## config.mk

```make
export PLATFORM = sky130hd
export DESIGN_NAME = ipi_timer_irq_ctl
export DESIGN_NICKNAME = d
export VERILOG_FILES = /design/src/rtl/ipi_timer_pkg.sv /design/src/rtl/ipi_timer_ctrl.sv /design/src/rtl/ipi_timer_dpath.sv /design/src/rtl/ipi_timer_irq_ctl.sv
export SDC_FILE = /design/constraint.sdc
export NUM_CORES = 1
export LEC_CHECK = 0
export ABC_AREA = 1
export BUFFER_PORTS_ARGS = -buffer_cell sky130_fd_sc_hd__buf_2
export CAP_MARGIN = 10
export CORE_MARGIN = 2
export CORE_UTILIZATION = 40
export CTS_CLUSTER_SIZE = 30
export DETAILED_ROUTE_END_ITERATION = 12
export GPL_ROUTABILITY_DRIVEN = 1
export GPL_TIMING_DRIVEN = 0
export PLACE_DENSITY = 0.87
export SETUP_SLACK_MARGIN = 0.2
export SYNTH_ARGS = -nofsm -noshare
export SYNTH_HDL_FRONTEND = slang
export SYNTH_SLANG_ARGS = --single-unit
```

## constraint.sdc

```tcl
create_clock -name clk -period 2.9 [get_ports clk]
set_clock_uncertainty 0.2 [all_clocks]
set_input_delay 0 -clock clk [delete_from_list [all_inputs] [get_ports clk]]
set_output_delay 0 -clock clk [all_outputs]
set_load 0.01 [all_outputs]
```

## src/rtl/ipi_timer_pkg.sv

```systemverilog
package ipi_timer_pkg;

  localparam int MAX_CPU = 4;

  // field positions inside the combined register
  localparam int MISC_REQ_LSB    = 12;
  localparam int MISC_IPICLR_LSB = 8;
  localparam int MISC_TMRCLR_LSB = 4;
  localparam int MISC_IGNORE_BIT = 28;
  localparam int RD_IPI_LSB      = 8;
  localparam int RD_TMR_LSB      = 4;

  typedef enum logic [1:0] {
    SEL_MISC     = 2'd0,
    SEL_IPI_STAT = 2'd1,
    SEL_TMR_STAT = 2'd2,
    SEL_IPI_REQ  = 2'd3
  } regSel_e;

  typedef struct packed {
    logic [MAX_CPU-1:0] ipiSet;
    logic [MAX_CPU-1:0] ipiClr;
    logic [MAX_CPU-1:0] tmrClr;
    logic               tickSet;
    logic               rdEn;
    regSel_e            rdSel;
    logic [1:0]         rdReqId;
  } ctlStrobe_t;

  function automatic logic [MAX_CPU-1:0] cpuMask(input int n);
    logic [MAX_CPU-1:0] m;
    m = '0;
    for (int i = 0; i < MAX_CPU; i++) begin
      if (i < n) m[i] = 1'b1;
    end
    return m;
  endfunction

endpackage

```

## src/rtl/ipi_timer_ctrl.sv

```systemverilog
module ipi_timer_ctrl
  import ipi_timer_pkg::*;
#(
  parameter int NUM_CPU = 4,
  parameter int DATA_W  = 64
) (
  input  logic              clk,
  input  logic              rstN,
  input  logic              wrEn,
  input  logic              rdEn,
  input  logic [1:0]        regSel,
  input  logic [DATA_W-1:0] wrData,
  input  logic [1:0]        rdReqId,
  input  logic              tickIn,
  output ctlStrobe_t        strb,
  output logic              errPulse
);

  localparam logic [MAX_CPU-1:0] CFG = cpuMask(NUM_CPU);

  regSel_e            sel;
  logic [MAX_CPU-1:0] reqNib;
  logic [MAX_CPU-1:0] ipiClrNib;
  logic [MAX_CPU-1:0] tmrClrNib;
  logic [MAX_CPU-1:0] lowNib;
  logic               ignoreBit;
  logic               miscAny;
  logic               errNext;
  logic               unusedData;

  assign sel       = regSel_e'(regSel);
  assign reqNib    = wrData[MISC_REQ_LSB +: MAX_CPU];
  assign ipiClrNib = wrData[MISC_IPICLR_LSB +: MAX_CPU];
  assign tmrClrNib = wrData[MISC_TMRCLR_LSB +: MAX_CPU];
  assign lowNib    = wrData[MAX_CPU-1:0];
  assign ignoreBit = wrData[MISC_IGNORE_BIT];
  assign miscAny   = (|reqNib) | (|ipiClrNib) | (|tmrClrNib) | ignoreBit;

  // bits outside every decoded field
  assign unusedData = ^{wrData[DATA_W-1:MISC_IGNORE_BIT+1],
                        wrData[MISC_IGNORE_BIT-1:MISC_REQ_LSB+MAX_CPU]};

  always_comb begin
    strb         = '0;
    errNext      = 1'b0;
    strb.tickSet = tickIn;
    strb.rdEn    = rdEn;
    strb.rdSel   = sel;
    strb.rdReqId = rdReqId;
    if (wrEn) begin
      unique case (sel)
        SEL_MISC: begin
          if (miscAny) begin
            strb.ipiSet = reqNib & CFG;
            strb.ipiClr = ipiClrNib & CFG;
            strb.tmrClr = tmrClrNib & CFG;
          end else begin
            errNext = 1'b1;
          end
        end
        SEL_IPI_STAT: begin
          if (|lowNib) strb.ipiClr = lowNib & CFG;
          else         errNext = 1'b1;
        end
        SEL_TMR_STAT: begin
          if (|lowNib) strb.tmrClr = lowNib & CFG;
          else         errNext = 1'b1;
        end
        SEL_IPI_REQ: begin
          if (|lowNib) strb.ipiSet = lowNib & CFG;
          else         errNext = 1'b1;
        end
        default: errNext = 1'b1;
      endcase
    end
  end

  always_ff @(posedge clk) begin
    if (!rstN) errPulse <= 1'b0;
    else       errPulse <= errNext;
  end

endmodule

```

## src/rtl/ipi_timer_dpath.sv

```systemverilog
module ipi_timer_dpath
  import ipi_timer_pkg::*;
#(
  parameter int NUM_CPU = 4,
  parameter int DATA_W  = 64
) (
  input  logic               clk,
  input  logic               rstN,
  input  ctlStrobe_t         strb,
  output logic [MAX_CPU-1:0] ipiVec,
  output logic [MAX_CPU-1:0] tmrVec,
  output logic               warnPulse,
  output logic [DATA_W-1:0]  rdData
);

  logic [MAX_CPU-1:0] dupReq;
  logic [MAX_CPU-1:0] missClr;
  logic [DATA_W-1:0]  rdNext;

  for (genvar i = 0; i < MAX_CPU; i++) begin : g_cpu
    if (i < NUM_CPU) begin : g_live
      logic ipiQ;
      logic tmrQ;
      always_ff @(posedge clk) begin
        if (!rstN) begin
          ipiQ <= 1'b0;
          tmrQ <= 1'b0;
        end else begin
          // request first, then clear; tick overrides a timer clear
          ipiQ <= (ipiQ | strb.ipiSet[i]) & ~strb.ipiClr[i];
          tmrQ <= (tmrQ & ~strb.tmrClr[i]) | strb.tickSet;
        end
      end
      assign ipiVec[i]  = ipiQ;
      assign tmrVec[i]  = tmrQ;
      assign dupReq[i]  = strb.ipiSet[i] & ipiQ;
      assign missClr[i] = strb.ipiClr[i] & ~(ipiQ | strb.ipiSet[i]);
    end else begin : g_absent
      assign ipiVec[i]  = 1'b0;
      assign tmrVec[i]  = 1'b0;
      assign dupReq[i]  = 1'b0;
      assign missClr[i] = 1'b0;
    end
  end

  always_comb begin
    rdNext = '0;
    unique case (strb.rdSel)
      SEL_MISC: begin
        rdNext[1:0]                   = strb.rdReqId;
        rdNext[RD_TMR_LSB +: MAX_CPU] = tmrVec;
        rdNext[RD_IPI_LSB +: MAX_CPU] = ipiVec;
      end
      SEL_IPI_STAT: rdNext[MAX_CPU-1:0] = ipiVec;
      SEL_TMR_STAT: rdNext[MAX_CPU-1:0] = tmrVec;
      SEL_IPI_REQ:  rdNext = '0;
      default:      rdNext = '0;
    endcase
  end

  always_ff @(posedge clk) begin
    if (!rstN) begin
      warnPulse <= 1'b0;
      rdData    <= '0;
    end else begin
      warnPulse <= (|dupReq) | (|missClr);
      if (strb.rdEn) rdData <= rdNext;
    end
  end

endmodule

```

## src/rtl/ipi_timer_irq_ctl.sv

```systemverilog
module ipi_timer_irq_ctl
  import ipi_timer_pkg::*;
#(
  parameter int NUM_CPU = 4,
  parameter int DATA_W  = 64
) (
  input  logic              clk,
  input  logic              rstN,
  input  logic              wrEn,
  input  logic              rdEn,
  input  logic [1:0]        regSel,
  input  logic [DATA_W-1:0] wrData,
  input  logic [1:0]        rdReqId,
  input  logic              tickIn,
  output logic [DATA_W-1:0] rdData,
  output logic [3:0]        ipiIrq,
  output logic [3:0]        tmrIrq,
  output logic              warnPulse,
  output logic              errPulse
);

  ctlStrobe_t strb;

  ipi_timer_ctrl #(.NUM_CPU(NUM_CPU), .DATA_W(DATA_W)) uCtrl (
    .clk      (clk),
    .rstN     (rstN),
    .wrEn     (wrEn),
    .rdEn     (rdEn),
    .regSel   (regSel),
    .wrData   (wrData),
    .rdReqId  (rdReqId),
    .tickIn   (tickIn),
    .strb     (strb),
    .errPulse (errPulse)
  );

  ipi_timer_dpath #(.NUM_CPU(NUM_CPU), .DATA_W(DATA_W)) uDpath (
    .clk       (clk),
    .rstN      (rstN),
    .strb      (strb),
    .ipiVec    (ipiIrq),
    .tmrVec    (tmrIrq),
    .warnPulse (warnPulse),
    .rdData    (rdData)
  );

endmodule

```

==> impl_metrics.env, run 1 <==
export IMPL_grt_start_max_net_pins=14
export IMPL_port_buffer_count=47
export IMPL_switchingPower_mw=0.226
export IMPL_postSynthCellCount=230
export IMPL_cts_buffers=3
export IMPL_grt_overflow_total=0
export IMPL_grt_pass1_vias=1401
export IMPL_vdd_drop_max_mv=0.372
export IMPL_die_w_um=67.4
export IMPL_cellLeakagePower_nw=1.32
export IMPL_slowest_stage="dlygate4sd3_1"
export IMPL_worstSetupPathType="in -> reg"
export IMPL_clkTransAtPathRegs_ns=0.08
export IMPL_instances_no_fill=398
export IMPL_layout_commonest_cell="buf_4"
export IMPL_report_final_setup_viol=0
export IMPL_antenna_left=0
export IMPL_hold_viol_final=0
export IMPL_drcViolationCount=0
export IMPL_yosysUniqueCellTypes=24
export IMPL_antenna_cells=0
export IMPL_routed_via_density=4.19
export IMPL_die_area_um2=4540
export IMPL_synth_top_area_share_pct=28.5
export IMPL_num_vias=1666
export IMPL_clock_sinks=22
export IMPL_maxCapViolCount=0
export IMPL_period_share_pct=73.2
export IMPL_nets=426
export IMPL_status="completed"
export IMPL_area_delta_synth_final_pct=44.8
export IMPL_synth_avg_cell_area_um2=6.99
export IMPL_syn_area_um2=1610
export IMPL_cpMostUsedCell="dlygate4sd3_1"
export IMPL_clk_latency_ns=0.26
export IMPL_antenna_found_initial=0
export IMPL_pwr_share_clk_pct=34.0
export IMPL_die_y_um=67.4
export IMPL_cp_end_kind="flip-flop"
export IMPL_start_util_pct=40.8
export IMPL_power_frac_seq_pct=38.6
export IMPL_period_needed_ns=2.12
export IMPL_root_buffer="clkbuf_8"
export IMPL_max_freq_mhz=471
export IMPL_track_usage_pct=17.5
export IMPL_total_power_mw=0.836
export IMPL_crit_arrival_ns=2.14
export IMPL_slew_violations=0
export IMPL_cts_tree="done"
export IMPL_p_sw_share_pct=27.1
export IMPL_intPower_mw=0.610
export IMPL_gp_congestion=0.889
export IMPL_yosysTopAreaCell="buf_4"
export IMPL_hold_path_class="in -> reg"
export IMPL_routed_wl_um=4030
export IMPL_drtIter0Drc=48
export IMPL_share_comb_of_total_power_pct=27.4
export IMPL_routedWlPerCell_um=10.1
export IMPL_synth_ff_latch_count=22
export IMPL_grt_setup_unrepaired="false"
export IMPL_startpoint_type="primary input"
export IMPL_io_pins=147
export IMPL_tns_ns=0
export IMPL_seq_area_frac_synth_pct=27.4
export IMPL_yosysWarningCount=0
export IMPL_mostFrequentLayoutCells="buf_4 (61), conb_1 (52), nand2_1 (49)"
export IMPL_drive_above_1_share_pct=33.9
export IMPL_placedCellCount=378
export IMPL_path_cells="dlygate4sd3_1 > buf_2 > nor3_1 > dlygate4sd3_1 > nand3_1 > a21oi_1 > dlygate4sd3_1"
export IMPL_core_area_um2=3940
export IMPL_grt_pass1_wl_um=6040
export IMPL_power_density_nw_per_um2=359
export IMPL_post_cts_buffers=0
export IMPL_worstPathRequired_ns=2.91
export IMPL_clockBufferDepth=2
export IMPL_synth_area_leaders="buf_4 (28%), dfxtp_1 (27%), nand2_1 (11%), a21oi_1 (8.1%), nand3_1 (5.6%)"
export IMPL_path_max_fanout=1
export IMPL_dp_hpwl_um=3140
export IMPL_cp_slowest_stage_delay_ns=0.56
export IMPL_rows=23
export IMPL_firstDrtPassIters=4
export IMPL_htree_levels=1
==> cells in the mapped netlist <==
| library cell | number |
|---|---|
| conb_1 | 1 |
| nor3_1 | 4 |
| a211oi_1 | 1 |
| clkbuf_1 | 3 |
| nand3_2 | 1 |
| ha_1 | 4 |
| inv_1 | 17 |
| a21oi_1 | 26 |
| a22o_1 | 2 |
| nand2_2 | 1 |
| nor2_1 | 5 |
| nor2_2 | 1 |
| inv_2 | 1 |
| o22ai_1 | 4 |
| dfxtp_1 | 22 |
| o21ai_0 | 4 |
| buf_2 | 1 |
| nand3_1 | 18 |
| nand2_1 | 49 |
| nor2_8 | 1 |
| clkinv_1 | 1 |
| nor4_1 | 1 |
| nand4_1 | 1 |
| buf_4 | 61 |
==> flip-flops by register name, summed over array words and instances (netlist names) <==
register	count
uDpath.g_cpu.g_live.ipiQ	4
uCtrl.errPulse	1
uDpath.g_cpu.g_live.tmrQ	4
uDpath.rdData	12
uDpath.warnPulse	1
==> final timing paths <==
| check | startpoint | to | slack, ns | cells after the start |
|---|---|---|---|---|
| max | wrData[28] | uCtrl.errPulse | 0.78 | 7 |
| min | wrData[2] | uDpath.g_cpu[2].g_live.ipiQ | 0.002 | 4 |
| max reg2reg | uDpath.rdData[1] | uDpath.rdData[1] | 0.99 | 4 |
| min reg2reg | uDpath.rdData[9] | uDpath.rdData[9] | 0.26 | 2 |
==> worst max-delay path: cells and delay by family <==
kind	cells	cell delay [ns]
AO/OA/AOI/OAI	1	0.15
buffers and inverters	4	1.76
AND/OR/NAND/NOR	2	0.23
==> metrics by stage <==
stage          setup WS, ns  cell area, um2  utilization, %  hold slack, ns
6_report              0.778            2330            59.1         0.00184
5_1_grt               0.669            2330            59.1          0.0357
4_1_cts               0.250            2340            59.3         0.00299
3_5_place_dp           1.41            2100            53.2          0.0867
3_3_place_gp           1.41            2100            53.2          0.0823
2_1_floorplan          1.66            1800               -         -0.0616
==> routing by layer <==
metal  up-vias  global-route usage [%]  part of all wire (%)
met5         -                       0                     0
met4         0                    6.89                   2.1
met3        10                    4.33                   8.2
met2        80                    31.9                    49
met1       714                    19.3                    41
li1        862                       -                     -
==> cell type report <==
type / count / area [um2]
repair buffers: 63 / 395
fillers: 381 / 1610
inverters: 19 / 71.3
well taps: 50 / 62.6
flip-flops and latches: 22 / 440
clock inverters: 1 / 30.0
multi-input cells: 175 / 813
plain buffers: 65 / 474
clock buffers: 3 / 41.3
==> power groups by stage <==
| stage | clock network (mW) | registers, mW | logic (mW) |
|---|---|---|---|
| after floorplan | 0 | 0.330 | 0.156 |
| after global placement | 0 | 0.330 | 0.205 |
| after detailed placement | 0 | 0.330 | 0.207 |
| after CTS | 0.292 | 0.323 | 0.225 |
| after global routing | 0.302 | 0.324 | 0.254 |
| final | 0.284 | 0.323 | 0.229 |
==> logic make-up (layout without fill, tap and decap cells) <==
kind of cell,after synthesis,count (layout),synth area share (%)
compound gates,37,37,12.5
other cells,1,52,0.233
simple gates,82,82,22.9
buf+inv,84,151,33.9
flops,22,22,27.4
fa+ha+maj,4,4,3.11
==> what timing repair did <==
action	CTS	global route
hold buffers	17	0
endpoints found under the hold margin	12	0
endpoints found under the setup margin	0	1
gates resized for setup	0	0
Note: power is estimated with default switching activity, not from simulation.
==> run 2, diff against run 1 <==
--- a/config.mk
+++ b/config.mk
@@ -9,12 +9,12 @@
 export BUFFER_PORTS_ARGS = -buffer_cell sky130_fd_sc_hd__buf_2
 export CAP_MARGIN = 10
 export CORE_MARGIN = 2
-export CORE_UTILIZATION = 40
+export CORE_UTILIZATION = 34
 export CTS_CLUSTER_SIZE = 30
 export DETAILED_ROUTE_END_ITERATION = 12
 export GPL_ROUTABILITY_DRIVEN = 1
 export GPL_TIMING_DRIVEN = 0
-export PLACE_DENSITY = 0.87
+export PLACE_DENSITY = 0.78
 export SETUP_SLACK_MARGIN = 0.2
 export SYNTH_ARGS = -nofsm -noshare
 export SYNTH_HDL_FRONTEND = slang
==> constraint.sdc (replaced) <==
create_clock -name clk -period 1.84 [get_ports clk]
set_clock_uncertainty 0.2 [all_clocks]
set_input_delay 0 -clock clk [delete_from_list [all_inputs] [get_ports clk]]
set_output_delay 0 -clock clk [all_outputs]
set_load 0.01 [all_outputs]
==> impl_metrics.env, run 2 (same netlist as run 1, synthesis figures left out) <==
export IMPL_crit_arrival_ns=1.57
export IMPL_htree_levels=1
export IMPL_power_density_nw_per_um2=491
export IMPL_hold_viol_final=1
export IMPL_path_cells="buf_2 > inv_1 > ha_2 > buf_6 > buf_2 > a21oi_1 > dlygate4sd3_1 > a21oi_1"
export IMPL_slowest_stage="dlygate4sd3_1"
export IMPL_routed_via_density=4.16
export IMPL_total_power_mw=1.19
export IMPL_hold_depth=6
export IMPL_firstDrtPassIters=4
export IMPL_drive_above_1_share_pct=35.2
export IMPL_period_share_pct=85.2
export IMPL_tns_ns=0
export IMPL_dp_hpwl_um=3100
export IMPL_cp_slowest_stage_delay_ns=0.56
export IMPL_grt_pass1_wl_um=6350
export IMPL_instances_no_fill=412
export IMPL_clockBufferDepth=2
export IMPL_worstHoldStart="wrData[0]"
export IMPL_top_regs="uDpath.rdData: 12 flops, uDpath.g_cpu.g_live.ipiQ: 4 flops, uDpath.g_cpu.g_live.tmrQ: 4 flops"
export IMPL_setup_ws_ns=0.272
export IMPL_r2r_worst_path_cells=6
export IMPL_largest_reg_flops=12
export IMPL_start_util_pct=34.7
export IMPL_rows=25
export IMPL_period_needed_ns=1.57
export IMPL_area_delta_synth_final_pct=51.1
export IMPL_core_area_um2=4630
export IMPL_grt_pass1_vias=1498
export IMPL_io_pins=147
export IMPL_startpoint="regSel[0]"
export IMPL_grt_setup_unrepaired="false"
export IMPL_top_register="uDpath.rdData"
export IMPL_grt_overflow_total=0
export IMPL_worst_path_stages=8
export IMPL_antenna_cells=0
export IMPL_mostFrequentLayoutCells="buf_4 (63), conb_1 (52), nand2_1 (49)"
export IMPL_die_y_um=72.8
export IMPL_track_usage_pct=15.0
export IMPL_drcViolationCount=0
export IMPL_routed_wl_um=4100
export IMPL_startpoint_type="primary input"
export IMPL_die_area_um2=5290
export IMPL_max_freq_mhz=638
export IMPL_clk_latency_ns=0.26
export IMPL_status="complete, but fails checks"
export IMPL_path_delay_family="buffers and inverters"
export IMPL_clkTransAtPathRegs_ns=0.08
export IMPL_path_max_fanout=10
export IMPL_die_w_um=72.8
export IMPL_pre_cts_ws_ns=0.342
export IMPL_crit_buf_inv=5
export IMPL_placedCellCount=382
export IMPL_slew_violations=0
export IMPL_cts_tree="done"
export IMPL_report_final_setup_viol=0
export IMPL_layout_commonest_cell="buf_4"
export IMPL_violations="hold timing"
export IMPL_drtIter0Drc=88
export IMPL_cts_buffers=3
export IMPL_nets=437
export IMPL_routedWlPerCell_um=9.96
export IMPL_port_buffer_count=47
export IMPL_gp_congestion=0.835
export IMPL_holdWs_ns=-0.00267
export IMPL_hold_path_class="in -> reg"
export IMPL_r2r_start="uDpath.g_cpu[3].g_live.ipiQ"
export IMPL_antenna_left=0
export IMPL_cellLeakagePower_nw=1.33
export IMPL_worstSetupPathType="in -> reg"
export IMPL_maxCapViolCount=0
export IMPL_clock_sinks=22
export IMPL_cp_end_kind="flip-flop"
export IMPL_grt_start_max_net_pins=12
export IMPL_root_buffer="clkbuf_8"
export IMPL_vdd_drop_max_mv=0.259
export IMPL_antenna_found_initial=0
export IMPL_num_vias=1714
export IMPL_worstPathRequired_ns=1.84
==> run 2: cell types whose count changed in the layout (fill, tap and decap cells not counted), sizes merged <==
| cell | change |
|---|---|
| clkinvlp | +2 |
| inv | -1 |
| buf | +3 |
| dlygate4sd3 | +8 |
| clkinv | -1 |
| bufinv | -1 |
==> run 2: per-stage QoR <==
stage / instance area (um2) / util [%]
after CTS: 2400 / 51.9
after detailed placement: 2100 / 45.4
final: 2430 / 52.5
after global routing: 2430 / 52.5
after global placement: 2100 / 45.4
after floorplan: 1800 / -
==> run 2: cell type report <==
class,count,area (um2)
fill,436,2200
multi-input combinational,175,826
timing repair buffer,74,498
buffer,65,478
sequential,22,440
inverter,19,78.8
tap,54,67.6
clock buffer,3,41.3
==> run 2: timing repair <==
item	CTS	global route
gates resized for setup	0	7
endpoints found under the hold margin	12	0
buffers inserted	0	3
hold buffers	26	0
setup endpoints to repair	0	3
==> run 2: tightest hold or removal path: cells and delay by family <==
kind                   cells  cell delay, ns
AO/OA/AOI/OAI              1            0.03
buffers and inverters      2            0.17
AND/OR/NAND/NOR            3            0.21
==> run 2: where the power goes <==
group	total [mW]	leakage (nW)	switching, mW	internal (mW)
sequential	0.509	0.180	0.0152	0.494
combinational	0.387	1.13	0.192	0.195
clock	0.296	0.0216	0.150	0.146
total	1.19	1.33	0.357	0.836
==> run 2: path summary, 6_finish.rpt <==
kind                            end  slack, ns
setup / recovery   uDpath.rdData[1]       0.27
hold / removal       uCtrl.errPulse     -0.003
setup reg to reg   uDpath.warnPulse       0.67
hold reg to reg   uDpath.rdData[11]       0.26
==> run 2: layer usage <==
layer / track usage (%) / part of all wire (%) / wire, um
met3: 4.28 / 7.5 / 309
met5: 0 / 0 / 0
met1: 17.2 / 40 / 1660
met4: 4.12 / 1.5 / 62
met2: 27.1 / 50 / 2070
